==> src/rtl/kpe_pkg.sv <==
// Package: shared constants and helpers for the decimal key priority encoder.
// Assumes keys are numbered from 1 upward and the digit 0 is implied by no key.
package kpe_pkg;

    // Number of keys that feed the encoder (keys 1..9)
    localparam int unsigned KPE_DIGITS = 9;

    // Width of a code able to hold every value from 0 to n
    function automatic int unsigned kpe_code_width(input int unsigned n);
        return $clog2(n + 1);
    endfunction

endpackage

==> src/rtl/kpe_key_sense.sv <==
// Module: kpe_key_sense
// Converts the active-low key lines into active-high "held" flags.
// Assumes the key lines are already clean levels, with no bounce filtering here.
module kpe_key_sense #(
    parameter int unsigned N = 9
) (
    input  logic [N-1:0] key_n,
    input  logic         zero_n,
    output logic [N-1:0] held,
    output logic         zero_held
);

    // One inverter per encoded key line
    for (genvar g = 0; g < N; g++) begin : g_inv
        assign held[g] = ~key_n[g];
    end

    // Zero key inversion, kept apart from the encoded keys
    assign zero_held = ~zero_n;

endmodule

==> src/rtl/kpe_prio_pick.sv <==
// Module: kpe_prio_pick
// Finds the highest-numbered held key and gives its number (bit i is key i+1).
// Assumes W is wide enough to hold N; the result is 0 when no key is held.
module kpe_prio_pick #(
    parameter int unsigned N = 9,
    parameter int unsigned W = 4
) (
    input  logic [N-1:0] held,
    output logic [W-1:0] digit,
    output logic         any_held
);

    // Ascending scan: the last held key seen (the highest) sets the digit
    always_comb begin
        digit = '0;
        for (int i = 0; i < int'(N); i++) begin
            if (held[i]) begin
                digit = W'(i + 1);
            end
        end
    end

    // Reduction flag showing that some encoded key is held
    assign any_held = |held;

endmodule

==> src/rtl/kpe_code_out.sv <==
// Module: kpe_code_out
// Drives the active-low code pins and the press-detect flag.
// Assumes the digit input is already the priority-resolved key number.
module kpe_code_out #(
    parameter int unsigned W = 4
) (
    input  logic [W-1:0] digit,
    input  logic         any_held,
    input  logic         zero_held,
    output logic [W-1:0] code_n,
    output logic         pressed
);

    // Active-low output polarity
    assign code_n = ~digit;

    // A press is any encoded key or the zero key
    assign pressed = any_held | zero_held;

endmodule

==> src/rtl/key_prio_encoder.sv <==
// Module: key_prio_encoder
// Top of the decimal key priority encoder. Keys 1..9 feed a highest-wins
// encoder whose BCD result leaves the block active-low. The zero key only
// contributes to the press flag.
// Assumes a combinational use: no clock, reset or storage inside the block.
module key_prio_encoder
    import kpe_pkg::*;
#(
    parameter int unsigned NUM_DIGITS = KPE_DIGITS,
    parameter int unsigned CODE_W     = kpe_code_width(NUM_DIGITS)
) (
    input  logic [NUM_DIGITS-1:0] key_n_i,
    input  logic                  zero_key_n_i,
    output logic [CODE_W-1:0]     code_n_o,
    output logic                  key_pressed_o
);

    logic [NUM_DIGITS-1:0] digit_act;
    logic                  zero_act;
    logic [CODE_W-1:0]     win_digit;
    logic                  any_act;

    // Input polarity stage
    kpe_key_sense #(.N(NUM_DIGITS)) u_sense (
        .key_n     (key_n_i),
        .zero_n    (zero_key_n_i),
        .held      (digit_act),
        .zero_held (zero_act)
    );

    // Priority resolution stage
    kpe_prio_pick #(.N(NUM_DIGITS), .W(CODE_W)) u_pick (
        .held     (digit_act),
        .digit    (win_digit),
        .any_held (any_act)
    );

    // Output polarity and press-detect stage
    kpe_code_out #(.W(CODE_W)) u_out (
        .digit     (win_digit),
        .any_held  (any_act),
        .zero_held (zero_act),
        .code_n    (code_n_o),
        .pressed   (key_pressed_o)
    );

endmodule

==> config.mk <==
export PLATFORM = sky130hd
export DESIGN_NAME = key_prio_encoder
export DESIGN_NICKNAME = d
export VERILOG_FILES = /design/src/rtl/kpe_pkg.sv /design/src/rtl/kpe_key_sense.sv /design/src/rtl/kpe_prio_pick.sv /design/src/rtl/kpe_code_out.sv /design/src/rtl/key_prio_encoder.sv
export SDC_FILE = /design/constraint.sdc
export NUM_CORES = 1
export LEC_CHECK = 0
export CORE_AREA = 2 2 39 41
export DETAILED_ROUTE_END_ITERATION = 6
export DIE_AREA = 0 0 41 43
export DONT_BUFFER_PORTS = 1
export SYNTH_ARGS = -nofsm -noshare
export SYNTH_HDL_FRONTEND = slang
export SYNTH_SLANG_ARGS = --single-unit
==> constraint.sdc <==
create_clock -name vclk -period 1.49
set_clock_uncertainty 0.15 [all_clocks]
set_input_delay 0.0745 -clock vclk [all_inputs]
set_output_delay 0.0745 -clock vclk [all_outputs]
set_load 0.02 [all_outputs]
# Word-level counts from Yosys, hierarchy flattened
# Cells that the tools add are included.
totals:
  inputBits: 10
  word_cells: 22
  regBits: 0
op_classes:
  n_bitwise: 12
  muxes: 9
  reduce_logical: 1
ops:
  columns: ["cell", "n"]
  rows:
  - ["$mux W3", 4]
  - ["$not A1 Y1", 10]
  - ["$reduce_or A9 Y1", 1]
  - ["$mux W4", 2]
  - ["$mux W2", 2]
  - ["$not A4 Y4", 1]
  - ["$mux W1", 1]
  - ["$or A1 B1 Y1", 1]

# Longest topological paths before layout
depth:
  word_depth: 10
  mapped_depth: 3

# Cells and area by module
# A second synthesis with hierarchy kept.
unflattened:
  hier_cells: 30
  area_unflattened_um2: 137.6
by_module_without_submodules:
  columns: ["mod", "seq_area_each_um2", "cells_each", "area_per_inst_um2", "n_inst"]
  rows:
  - ["kpe_prio_pick", 0.0, 15, 78.8, 1]
  - ["kpe_key_sense", 0.0, 10, 37.5, 1]
  - ["kpe_code_out", 0.0, 5, 21.3, 1]

# Least setup slack after synthesis
# Ideal clock, no wire load.
synth_timing:
  path_type: "input port to output port"
  startpoint: "input key_n_i[3]"
  endpoint: "output code_n_o[0]"
  required_ps: 1266
  stages: 3
  path_slack_ps: 636
  arrival_ps: 630
  path_cell_list: "inv_1 > o221ai_1 > a31oi_1"
synth_via:
  elab_chain_cells: 7
synth_rtl:
  columns: ["element", "line_no", "text"]
  rows:
  - ["from (decl)", "key_prio_encoder.sv:12", "input logic [NUM_DIGITS-1:0] key_n_i,"]
  - ["$mux W3 (4 in series)", "kpe_prio_pick.sv:17", "if (held[i]) begin"]
  - ["$mux W4 (2 in series)", "kpe_prio_pick.sv:17", null]
  - ["$not A4 Y4", "kpe_code_out.sv:15", "assign code_n = ~digit;"]
  - ["to (decl)", "key_prio_encoder.sv:14", "output logic [CODE_W-1:0] code_n_o,"]
# Every way passes these cells.

# Final worst setup path
# Same ends and word-level chain as after synthesis.

==> metrics.txt <==
core outline area 0.00138 mm2; Clock buffer cells 0; WL/cell 10.4 um; HPWL after DPL 303 um; Seq/Total Area, Yosys 0%; cts repair resizes 0; Antenna Nets Post-Route 0; fin crit share 58.9%; initial antenna violation count 0; crit-path max FO 4; CP arrival 0.65 ns; Final Core Density 7.78%; outcome finished clean; Worst Setup End Kind output pin; Antenna Cells 0; worst endpoint required time 1.27 ns; first-pass GRT wire length 338 um; routing usage on met2 6.25%; pin count of the biggest net entering global routing 5; Pre-Repair DR Iteration Count 1; Die Span Y 43 um; max-slew violation count 0; gr busiest metal met2; min-delay worst type input port to output pin; min-delay src key_n_i[8]; hold_ws 0.150 ns; die area 0.00176 mm2; total grt overflow 0; CP startpoint kind input port; worst vdd ir 15.5 uV; io pins 15; First DRT Iteration DRCs 0; fmax 1.14 GHz; Syn-to-layout area delta 22.9%; Setup Fix Bufs, Post-CTS 0; Mapped Cells 15; RePlAce Congestion 0.432; final wirelength 322 um; met3 GRT Util 0%; hold-fix buffers at CTS 0; Synth Cell Area 87.6 um2; IO Port Bufs 0; most common cell after layout, fill and taps aside nand2_1; # fillers 161; row cnt 14; Pleak 0.0406 nW; Reg area 0 um2; vias in the first global route 91; M1 GR Usage 3.16%; gr usage total 3.00%; DRC violations left 0; Fin. Hold Viols 0; Post-Place Cells 31; Hold Path Sink code_n_o[0]; min Tclk post-route 0.878 ns; yosys warns 0; post-route insts no fill 31; Avg Cell Area, Syn 5.84 um2; layout cells sized above 1 20.0%; via count 120; total negative slack 0 ns; Vias/cell 3.87; FF+latch count 0; path type of the worst setup path input port to output pin; RSZ-0062 raised after global routing false; syn nets 25; Initial Utilization 6.33%; slew margin rel. 66.8%; synth unique cells 9; worst slew pin tran 0.495 ns; Die Width 41 um; most frequent cells in the layout nand2_1 (4), inv_1 (3), nand3_1 (2); Tot Pwr 0.0225 mW; max-cap viol count 0; Finish-stage setup viols 0; Cell Pwr Density 209 mW/mm2; Hold Path Stages 2; Nets 27
power by group:
| part | internal [mW] | switching, mW |
|---|---|---|
| Combinational | 0.00655 | 0.0159 |
| Clock | 0 | 0 |
| Sequential | 0 | 0 |
| Total | 0.00655 | 0.0159 |
stage by stage:
step / area, um2 / setup WS (ns)
floorplan: 87.6 / 0.636
global placement: 108 / 0.605
detailed placement: 108 / 0.604
CTS: 108 / 0.598
global route: 108 / 0.521
finish: 108 / 0.612
cells in the mapped netlist:
library cell | number | area [um2]
inv_1 | 3 | 11.3
nand4_2 | 1 | 12.5
nand3_1 | 2 | 10.0
nor3_2 | 1 | 10.0
o221ai_1 | 1 | 8.76
a31o_2 | 1 | 8.76
o21ai_0 | 1 | 5.00
a31oi_1 | 1 | 6.26
nand2_1 | 4 | 15.0
logic make-up after synthesis:
| family | Yosys count | synth area share (%) |
|---|---|---|
| simple gates | 8 | 54.3 |
| compound gates | 4 | 32.9 |
| buf+inv | 3 | 12.9 |
layer usage:
layer	share of wire (%)	vias to the layer above	routed length, um
li1	-	55	-
met1	42	51	134
met2	45	14	145
met3	13	0	42
met4	0	0	0
met5	0	-	0
final cells by class:
| cell class | instances | area, um2 | share of cell area [%] |
|---|---|---|---|
| Inverter | 3 | 11.3 | 10.5 |
| Multi-Input combinational cell | 12 | 76.3 | 70.9 |
| Tap cell | 16 | 20.0 | 18.6 |
critical path: stages:
cell      delay, ns
inv_1          0.03
o221ai_1       0.11
a31oi_1        0.43
how the worst max path moves through the flow:
| stage | slack (ns) | end | startpoint | cells after the start |
|---|---|---|---|---|
| after floorplan | 0.64 | code_n_o[0] | key_n_i[3] | 3 |
| after global placement | 0.61 | code_n_o[0] | key_n_i[3] | 3 |
| after detailed placement | 0.60 | code_n_o[0] | key_n_i[3] | 3 |
| after CTS | 0.60 | key_pressed_o | key_n_i[4] | 3 |
| after global routing | 0.52 | code_n_o[0] | key_n_i[3] | 3 |
| final | 0.61 | code_n_o[0] | key_n_i[3] | 3 |
Power figures use the tool's default switching activity.
